`src/rtl/jvm_pkg.sv`:
```
package jvm_pkg;
  // Register banks selected by the two address bits above the word select
  localparam logic [1:0] BANK_TMS  = 2'd0;
  localparam logic [1:0] BANK_DATA = 2'd1;
  localparam logic [1:0] BANK_CAP  = 2'd2;
  localparam logic [1:0] BANK_CFG  = 2'd3;
  // Word offsets inside the configuration bank
  localparam logic [1:0] CFG_LEN   = 2'd0;
  localparam logic [1:0] CFG_DIV   = 2'd1;
  localparam logic [1:0] CFG_CTRL  = 2'd2;

  // Strobes from the sequencer to the shift datapath
  typedef struct packed {
    logic load;     // burst accepted: clear capture, present bit 0
    logic sample;   // rising test-clock edge: capture data-in
    logic advance;  // falling test-clock edge: present next bit
  } jvm_stb_t;
endpackage

```
`src/rtl/jvm_ctrl.sv`:
```
module jvm_ctrl
  import jvm_pkg::*;
#(
  parameter int WORDS = 4,
  parameter int DW    = 32,
  parameter int DIV_W = 16,
  localparam int BITS   = WORDS * DW,
  localparam int CNT_W  = $clog2(BITS),
  localparam int WSEL_W = $clog2(WORDS),
  localparam int ADDR_W = WSEL_W + 2
) (
  input  logic              clk,
  input  logic              rst,
  input  logic [ADDR_W-1:0] regAddr,
  input  logic              regWrEn,
  input  logic [DIV_W-1:0]  cfgWrData,
  output logic [DW-1:0]     cfgRdData,
  output logic              busy,
  output logic              irq,
  output logic              tck,
  output logic [CNT_W-1:0]  bitIdx,
  output jvm_stb_t          stb
);
  logic [CNT_W-1:0] lenM1;
  logic [DIV_W-1:0] divider;
  logic [DIV_W-1:0] halfCnt;
  logic             cfgSel;
  logic [WSEL_W-1:0] wsel;
  logic             halfDone;
  logic             goReq;

  assign wsel     = regAddr[WSEL_W-1:0];
  assign cfgSel   = regAddr[ADDR_W-1:WSEL_W] == BANK_CFG;
  assign halfDone = busy && (halfCnt == divider);
  assign goReq    = regWrEn && !busy && cfgSel && wsel == WSEL_W'(CFG_CTRL) && cfgWrData[0];

  assign stb.load    = goReq;
  assign stb.sample  = halfDone && !tck;
  assign stb.advance = halfDone && tck && (bitIdx != lenM1);

  always_ff @(posedge clk) begin
    if (rst) begin
      busy    <= 1'b0;
      irq     <= 1'b0;
      tck     <= 1'b0;
      halfCnt <= '0;
      bitIdx  <= '0;
      lenM1   <= '0;
      divider <= '0;
    end else if (!busy) begin
      if (regWrEn && cfgSel) begin
        if (wsel == WSEL_W'(CFG_LEN)) lenM1 <= cfgWrData[CNT_W-1:0];
        if (wsel == WSEL_W'(CFG_DIV)) divider <= cfgWrData;
        if (wsel == WSEL_W'(CFG_CTRL)) begin
          if (cfgWrData[0]) begin
            busy    <= 1'b1;
            irq     <= 1'b0;
            tck     <= 1'b0;
            halfCnt <= '0;
            bitIdx  <= '0;
          end else if (cfgWrData[1]) begin
            irq <= 1'b0;
          end
        end
      end
    end else if (halfDone) begin
      halfCnt <= '0;
      tck     <= ~tck;
      if (tck) begin
        if (bitIdx == lenM1) begin
          busy <= 1'b0;
          irq  <= 1'b1;
        end else begin
          bitIdx <= bitIdx + 1'b1;
        end
      end
    end else begin
      halfCnt <= halfCnt + 1'b1;
    end
  end

  always_comb begin
    cfgRdData = '0;
    if (cfgSel) begin
      if (wsel == WSEL_W'(CFG_LEN))  cfgRdData = DW'(lenM1);
      if (wsel == WSEL_W'(CFG_DIV))  cfgRdData = DW'(divider);
      if (wsel == WSEL_W'(CFG_CTRL)) cfgRdData = DW'({irq, busy});
    end
  end

  // the test clock rests low outside a burst
  a_r5_tck_rest_low: assert property (@(posedge clk) disable iff (rst) !busy |-> !tck);
  // busy and irq are exclusive
  a_r5_irq_busy_excl: assert property (@(posedge clk) disable iff (rst) !(busy && irq));
  // every burst end raises irq
  a_r5_done_irq: assert property (@(posedge clk) disable iff (rst) $fell(busy) |-> irq);
  // the shift index never passes the programmed length
  a_r2_idx_bound: assert property (@(posedge clk) disable iff (rst) busy |-> bitIdx <= lenM1);
  // configuration is frozen during a burst
  a_r6_cfg_frozen: assert property (@(posedge clk) disable iff (rst)
    (busy && $past(busy)) |-> ($stable(lenM1) && $stable(divider)));
endmodule

```
`src/rtl/jvm_datapath.sv`:
```
module jvm_datapath
  import jvm_pkg::*;
#(
  parameter int WORDS = 4,
  parameter int DW    = 32,
  localparam int BITS   = WORDS * DW,
  localparam int CNT_W  = $clog2(BITS),
  localparam int WSEL_W = $clog2(WORDS),
  localparam int ADDR_W = WSEL_W + 2
) (
  input  logic              clk,
  input  logic              rst,
  input  logic [ADDR_W-1:0] regAddr,
  input  logic              regWrEn,
  input  logic [DW-1:0]     regWrData,
  output logic [DW-1:0]     bufRdData,
  input  logic              busy,
  input  logic              tck,
  input  logic [CNT_W-1:0]  bitIdx,
  input  jvm_stb_t          stb,
  input  logic              jtagTdi,
  output logic              jtagTms,
  output logic              jtagTdo
);
  logic [BITS-1:0]   tmsVec;
  logic [BITS-1:0]   outVec;
  logic [BITS-1:0]   capVec;
  logic [1:0]        bank;
  logic [WSEL_W-1:0] wsel;
  logic [CNT_W-1:0]  nextIdx;
  logic              wrOk;

  assign bank    = regAddr[ADDR_W-1:WSEL_W];
  assign wsel    = regAddr[WSEL_W-1:0];
  assign nextIdx = bitIdx + 1'b1;
  assign wrOk    = regWrEn && !busy;

  always_ff @(posedge clk) begin
    if (rst) begin
      tmsVec <= '0;
      outVec <= '0;
    end else if (wrOk) begin
      for (int w = 0; w < WORDS; w++) begin
        if (wsel == WSEL_W'(w)) begin
          if (bank == BANK_TMS)  tmsVec[w*DW +: DW] <= regWrData;
          if (bank == BANK_DATA) outVec[w*DW +: DW] <= regWrData;
        end
      end
    end
  end

  always_ff @(posedge clk) begin
    if (rst) begin
      capVec  <= '0;
      jtagTms <= 1'b1;
      jtagTdo <= 1'b0;
    end else if (stb.load) begin
      capVec  <= '0;
      jtagTms <= tmsVec[0];
      jtagTdo <= outVec[0];
    end else begin
      if (stb.sample) capVec[bitIdx] <= jtagTdi;
      if (stb.advance) begin
        jtagTms <= tmsVec[nextIdx];
        jtagTdo <= outVec[nextIdx];
      end
    end
  end

  always_comb begin
    bufRdData = '0;
    case (bank)
      BANK_TMS:  bufRdData = tmsVec[wsel*DW +: DW];
      BANK_DATA: bufRdData = outVec[wsel*DW +: DW];
      BANK_CAP:  bufRdData = capVec[wsel*DW +: DW];
      default:   bufRdData = '0;
    endcase
  end

  // scan pins hold while the test clock is high
  a_r3_pins_hold_high: assert property (@(posedge clk) disable iff (rst)
    (tck && $past(tck)) |-> ($stable(jtagTms) && $stable(jtagTdo)));
  // buffers do not move during a burst
  a_r6_buffers_frozen: assert property (@(posedge clk) disable iff (rst)
    (busy && $past(busy)) |-> ($stable(tmsVec) && $stable(outVec)));
endmodule

```
`src/rtl/jvm_top.sv`:
```
module jvm_top
  import jvm_pkg::*;
#(
  parameter int WORDS = 4,   // power of two, at least 4
  parameter int DW    = 32,
  parameter int DIV_W = 16,
  localparam int BITS   = WORDS * DW,
  localparam int CNT_W  = $clog2(BITS),
  localparam int WSEL_W = $clog2(WORDS),
  localparam int ADDR_W = WSEL_W + 2
) (
  input  logic              clk,
  input  logic              rst,
  input  logic [ADDR_W-1:0] regAddr,
  input  logic              regWrEn,
  input  logic [DW-1:0]     regWrData,
  output logic [DW-1:0]     regRdData,
  output logic              irq,
  output logic              jtagTck,
  output logic              jtagTms,
  output logic              jtagTdo,
  input  logic              jtagTdi
);
  jvm_stb_t         stb;
  logic             busy;
  logic [CNT_W-1:0] bitIdx;
  logic [DW-1:0]    bufRd;
  logic [DW-1:0]    cfgRd;

  jvm_ctrl #(.WORDS(WORDS), .DW(DW), .DIV_W(DIV_W)) ctrlInst (
    .clk(clk), .rst(rst), .regAddr(regAddr), .regWrEn(regWrEn),
    .cfgWrData(regWrData[DIV_W-1:0]), .cfgRdData(cfgRd),
    .busy(busy), .irq(irq), .tck(jtagTck), .bitIdx(bitIdx), .stb(stb)
  );

  jvm_datapath #(.WORDS(WORDS), .DW(DW)) dpInst (
    .clk(clk), .rst(rst), .regAddr(regAddr), .regWrEn(regWrEn),
    .regWrData(regWrData), .bufRdData(bufRd), .busy(busy), .tck(jtagTck),
    .bitIdx(bitIdx), .stb(stb), .jtagTdi(jtagTdi),
    .jtagTms(jtagTms), .jtagTdo(jtagTdo)
  );

  assign regRdData = (regAddr[ADDR_W-1:WSEL_W] == BANK_CFG) ? cfgRd : bufRd;
endmodule

```
`config.mk`:
```
export PLATFORM = sky130hd
export DESIGN_NAME = jvm_top
export DESIGN_NICKNAME = d
export VERILOG_FILES = /design/src/rtl/jvm_pkg.sv /design/src/rtl/jvm_ctrl.sv /design/src/rtl/jvm_datapath.sv /design/src/rtl/jvm_top.sv
export SDC_FILE = /design/constraint.sdc
export NUM_CORES = 1
export LEC_CHECK = 0
export ABC_AREA = 1
export BUFFER_PORTS_ARGS = -buffer_cell sky130_fd_sc_hd__buf_2
export CORE_MARGIN = 2
export CORE_UTILIZATION = 25
export DETAILED_ROUTE_END_ITERATION = 8
export PLACE_DENSITY = 0.38
export SETUP_SLACK_MARGIN = 0.02
export SLEW_MARGIN = 40
export SYNTH_ARGS = -nofsm -noshare
export SYNTH_HDL_FRONTEND = slang
export SYNTH_SLANG_ARGS = --single-unit
```
`constraint.sdc`:
```
create_clock -name clk -period 2.4 [get_ports clk]
set_clock_uncertainty 0.2 [all_clocks]
set_input_delay 0.12 -clock clk [delete_from_list [all_inputs] [get_ports clk]]
set_output_delay 0.12 -clock clk [all_outputs]
set_load 0.02 [all_outputs]
```
==> impl_metrics.ini, run 1 <==
[finish]
multi_input_area_um2 = 13000
layout.cells.most_common = dfxtp_1
layout-drive-gt1-share = 0.266
num-nets-final = 3471
ff_latch_area_um2 = 8790
final_cell_mix = dfxtp_1, o21ai_0, nor2_1, a21oi_1, nand2_1
antenna_cells = 0
design_area_um2 = 30600
instances_no_fill = 4630
areaGrowthSynthToFinish_pct = 38.6
fillers = 9239

[synth]
synth-edff-count = 0
postSynth.asyncResetShare = 0
synth.distinct_cells = 48
synth_warnings = 0
yosys_most_used_dff = dfxtp_1
netlist_area_um2 = 22100
avgSynthCellArea_um2 = 6.87
synthCells = 3218
seq_area_frac_synth = 0.394
syn-num-nets = 3265
ys_ff_latch = 435

[cts]
htree_levels = 2
tritoncts = done
cts.sinks = 435
clk_path_buf_depth = 3
clkLatencyLatePin_ns = 0.61
clkTransAtPathRegs_ns = 0.06
cts-root-buf = clkbuf_16
cts_inserted_buffers = 53

[global_routing]
antenna_found_initial = 2
grt_pass1_wl_um = 157000
grt_start_max_net_pins = 62
met2_usage = 0.362
grtUsageMet1 = 0.337
grt.busiest_layer = met2
overflow = 0
grt_use_total = 0.234
grt_use_met3 = 0.0321
grt_pass1_vias = 22328

[setup_path]
timing.rr.start = ctrlInst.halfCnt[0]
slowest_delay_ns = 0.35
cp_cell_sequence = inv_2, nand2_1, nand2_1, a21oi_2, nand2_2, nor3_4, buf_6, nand2_8, nor2_8, buf_12, buf_12, nand2_4, buf_12, nor2_2, o21ai_0, a21oi_1
critPathRequiredTime_ns = 2.75
end_kind = flop
rr_worst_depth = 16
critPathSlowestCell = dfxtp_2
rr_endpoint = dpInst.capVec[84]
path_common_cell = buf_12
arrival_ns = 2.75
crit_fanout = 21
crit_type = flop to flop
r2r_slack_ns = -0.003
worstSetupStartpointType = flop

[worst_hold_path]
worst_hold_startpoint = regWrData[1]
holdPathEnd = ctrlInst.irq
holdPathStages = 5
hold_class = primary input to flop

[drt]
dr_total_vias = 24197
routedWlPerCell_um = 24.2
ant_nets = 0
drt_pre_antenna_iters = 6
drc = 0
via_per_inst = 5.23
drtIter0Drc = 2603
wl_um = 112000

[placed_design]
dp.final_hpwl_um = 77300
io_buffer_count = 75
gp_routability_congestion = 0.895
placed_cell_area_um2 = 25700
placed_cells = 4459

[die]
dieArea_um2 = 90800
dieHeight_um = 301
initial_core_util = 0.251
ios = 76
row_count = 109
core_um2 = 88000
dieWidth_um = 301

[sta]
fin_crit_sh = 1.00
slew_viol_final = 0
max_freq_ghz = 0.416
relSlewSlack = 0.462
rsz0062_at_grt = yes
worst_slack_ns = -0.00329
setup_tns_ns = -0.00329
setup_viol = 1
tightest_slew_ns = 0.806
fin_crit_ns = 2.40
finalHoldViolCount = 0

[power]
power_density_nw_per_um2 = 609
leakage_uw = 0.0114
vdd_drop_max_uv = 505

[flow_run]
max-cap-violations = 0

[outcome]
failed_checks = setup timing
outcome = complete, but fails checks
==> critical path, delay by kind of cell, from the launching register on <==
family                 cells  cell delay [ns]
AOI/OAI and AO/OA          3             0.36
DFF                        1             0.35
buffers and inverters      5             0.61
and+or+nand+nor            8             0.76
==> kinds of logic after synthesis <==
kind of cell    after synthesis  synth area share
flops                       435             0.394
fa+ha+maj                     7           0.00396
simple gates               1086             0.211
xor+xnor                     22           0.00940
buf+inv                     577             0.103
compound gates             1091             0.278
==> cell usage after synthesis (all sizes together), types with 8 or more instances <==
| cell type | instances | area [um2] |
|---|---|---|
| o22ai | 33 | 206 |
| xor2 | 12 | 120 |
| dfxtp | 435 | 8710 |
| a211oi | 14 | 105 |
| o221ai | 47 | 412 |
| a21oi | 346 | 1740 |
| nor4 | 12 | 75.1 |
| a221oi | 44 | 385 |
| clkinv | 8 | 30.0 |
| clkbuf | 194 | 729 |
| nand3 | 216 | 1080 |
| nand2 | 345 | 1350 |
| buf | 75 | 400 |
| nor3 | 69 | 360 |
| nor2 | 433 | 1730 |
| o211ai | 66 | 495 |
| o21a | 10 | 75.1 |
| xnor2 | 10 | 87.6 |
| inv | 300 | 1130 |
| o21ai | 513 | 2570 |
==> metrics by stage <==
stage	worst slack (ns)	power [uW]	utilization	hold WS (ns)
floorplan	0.227	8690	-	-0.0109
global placement	-0.618	9890	0.292	0.260
detailed placement	-0.559	9890	0.292	0.264
CTS	-0.0463	18700	0.333	0.200
global route	-0.0917	19200	0.348	0.250
finish	-0.00329	18700	0.348	0.239
==> report_power, final <==
part           total [uW]  internal, uW  switching [uW]
combinational        2740           998            1740
clock                8500          5050            3450
sequential           7420          7340            87.6
==> registers in the layout, summed over array words and instances (netlist names) <==
name	count
ctrlInst.halfCnt	16
dpInst.jtagTms	1
ctrlInst.divider	16
ctrlInst.tck	1
dpInst.tmsVec	128
ctrlInst.irq	1
dpInst.jtagTdo	1
ctrlInst.lenM1	7
dpInst.capVec	128
ctrlInst.bitIdx	7
dpInst.outVec	128
ctrlInst.busy	1
==> worst max-delay path by stage <==
stage	start	depth (start not counted)	endpoint	slack, ns
after global routing	ctrlInst.halfCnt[0]	16	dpInst.capVec[19]	-0.09
after global placement	regAddr[1]	10	regRdData[29]	-0.62
after CTS	dpInst.capVec[6]	8	regRdData[6]	-0.05
after detailed placement	regAddr[1]	10	regRdData[29]	-0.56
after floorplan	regAddr[2]	9	regRdData[27]	0.23
final	ctrlInst.halfCnt[0]	16	dpInst.capVec[84]	-0.003
==> layout make-up <==
cell class	count	area share
clock buffers	79	0.0528
clock inverters	17	0.00625
inverters	308	0.0386
multi-input cells	2206	0.423
flip-flops and latches	435	0.287
well taps	1165	0.0476
repair buffers	420	0.144
==> metal layers <==
layer  vias to the layer above  wire length (um)  part of all wire
met1                     11790             51700              0.46
met2                       837             50000              0.45
met5                         -                 8          0.000072
li1                      11407                 -                 -
met3                       161              6810             0.061
met4                         2              3350             0.030
==> timing repair <==
item,in CTS,in global routing
cloned,8,11
endpoints found under the hold margin,311,0
setup endpoints to repair,165,185
setup buffers,18,10
pin swaps,69,92
hold buffers,35,0
resized for setup,348,332
(Power assumes the default switching activity.)
==> run 2, diff against run 1 <==
Clock period 2.4 ns to 2.5 ns, I/O delays scaled along.
==> impl_metrics.ini, run 2 (synthesized netlist as in run 1, its figures left out) <==
[finish]
multi_input_area_um2 = 11800
num-nets-final = 3393
reg_top3 = dpInst.capVec (128), dpInst.outVec (128), dpInst.tmsVec (128)
fillers = 9452
instances_no_fill = 4551
layout-drive-gt1-share = 0.170
final_cell_mix = o21ai_0, dfxtp_1, nor2_1, a21oi_1, nand2_1
areaGrowthSynthToFinish_pct = 27.4
ff_latch_area_um2 = 8740
layout.cells.most_common = o21ai_0

[sta]
fin_crit_ns = 2.46
fin_hold_ws_ns = 0.141
tightest_slew_ns = 0.690
setup_tns_ns = 0
setup_viol = 0
finalHoldViolCount = 0
slew_viol_final = 0
fin_crit_sh = 0.984
max_freq_ghz = 0.407
rsz0062_at_grt = yes
relSlewSlack = 0.539

[placed_design]
gp_routability_congestion = 0.867
dp.final_hpwl_um = 75000
placed_cells = 4402
io_buffer_count = 75

[die]
dieHeight_um = 301
dieWidth_um = 301
dieArea_um2 = 90800
initial_core_util = 0.251
row_count = 109
ios = 76
core_um2 = 88000

[drt]
dr_total_vias = 23491
drtIter0Drc = 2250
drt_pre_antenna_iters = 6
drc = 0
routedWlPerCell_um = 23.1
via_per_inst = 5.16
wl_um = 105000
ant_nets = 0

[global_routing]
overflow = 0
grt_start_max_net_pins = 79
grt_pass1_wl_um = 150000
antenna_found_initial = 6
grt_pass1_vias = 21420
grt_use_total = 0.223

[setup_path]
rr_endpoint = dpInst.jtagTms
path_common_cell = buf_4
timing.rr.start = ctrlInst.bitIdx[0]
rr_worst_depth = 12
r2r_slack_ns = 0.10
crit_start = regAddr[2]
arrival_ns = 2.13
crit_type = primary input to output port
cp_cell_sequence = buf_4, inv_2, ha_4, clkinvlp_4, buf_4, buf_12, o221ai_1, nand3_2, nor3_4, o21ai_0, buf_4, nand2_2, buf_6
path_depth = 13
worstSetupStartpointType = primary input
crit_fanout = 14
endpoint = regRdData[13]
slowest_delay_ns = 0.25
cp_top_family = buffers and inverters
critPathRequiredTime_ns = 2.17
critPathBufInv = 7
critPathSlowestCell = nor3_4
end_kind = output port

[worst_hold_path]
worst_hold_startpoint = regAddr[0]
hold_class = primary input to flop

[power]
power.total_uw = 17400
leakage_uw = 0.0105
vdd_drop_max_uv = 404
power_density_nw_per_um2 = 619

[cts]
cts-root-buf = clkbuf_16
cts_inserted_buffers = 52
clkLatencyLatePin_ns = 0.61
htree_levels = 2
cts.sinks = 435
clkTransAtPathRegs_ns = 0.06
clk_path_buf_depth = 3
tritoncts = done

[outcome]
outcome = finished, final reports clean

[flow_run]
max-cap-violations = 0
## run 2: changes by cell type in the layout (fill, tap and decap cells not counted), sizes merged
cell         delta
clkbuf          -4
buf            -74
clkinvlp        -1
clkinv          -4
bufinv          +2
dlygate4sd3     +1
diode           +1
## run 2: worst min path at each step
stage	to	slack, ns	cells after the start
after global placement	dpInst.outVec[69]	0.26	2
after floorplan	ctrlInst.halfCnt[1]	-0.006	1
after detailed placement	dpInst.outVec[29]	0.26	2
final	ctrlInst.lenM1[4]	0.14	5
after CTS	ctrlInst.lenM1[4]	0.12	5
after global routing	ctrlInst.lenM1[5]	0.17	5
## run 2: power breakdown
part / internal (uW) / switching, uW
clock network: 4680 / 3210
registers: 7050 / 81.4
logic: 843 / 1550
## run 2: worst min-delay path, stage by stage
cell,delay [ns]
buf_2,0.17
nor2_4,0.07
buf_12,0.18
nand2_1,0.23
a21oi_1,0.10
## run 2: cell type report
cell class	count	area share
clock inverters	14	0.00800
inverters	308	0.0419
clock buffers	79	0.0527
multi-input cells	2206	0.418
repair buffers	343	0.117
well taps	1165	0.0518
flip-flops and latches	435	0.311
diodes	1	0.0000889
## run 2: per-layer routing
| metal | wire [um] | up-vias | GRT usage |
|---|---|---|---|
| li1 | - | 11195 | - |
| met4 | 2450 | 4 | 0.0518 |
| met3 | 5910 | 124 | 0.0254 |
| met5 | 17 | - | 0 |
| met1 | 50800 | 11419 | 0.330 |
| met2 | 46000 | 749 | 0.344 |
## run 2: metrics by stage
step                worst slack (ns)  area, um2   util
finish                        0.0403      28200  0.320
global placement              -0.409      25100  0.285
global route                 -0.0168      28100  0.320
CTS                         -0.00289      27500  0.313
floorplan                      0.317      22100      -
detailed placement            -0.332      25100  0.285
## run 2: timing repair
action	CTS	global route
endpoints found under the hold margin	367	0
cloned	2	5
resized for setup	73	119
pin swaps	17	48
hold buffers	36	0
buffers inserted	1	12
endpoints found under the setup margin	27	162
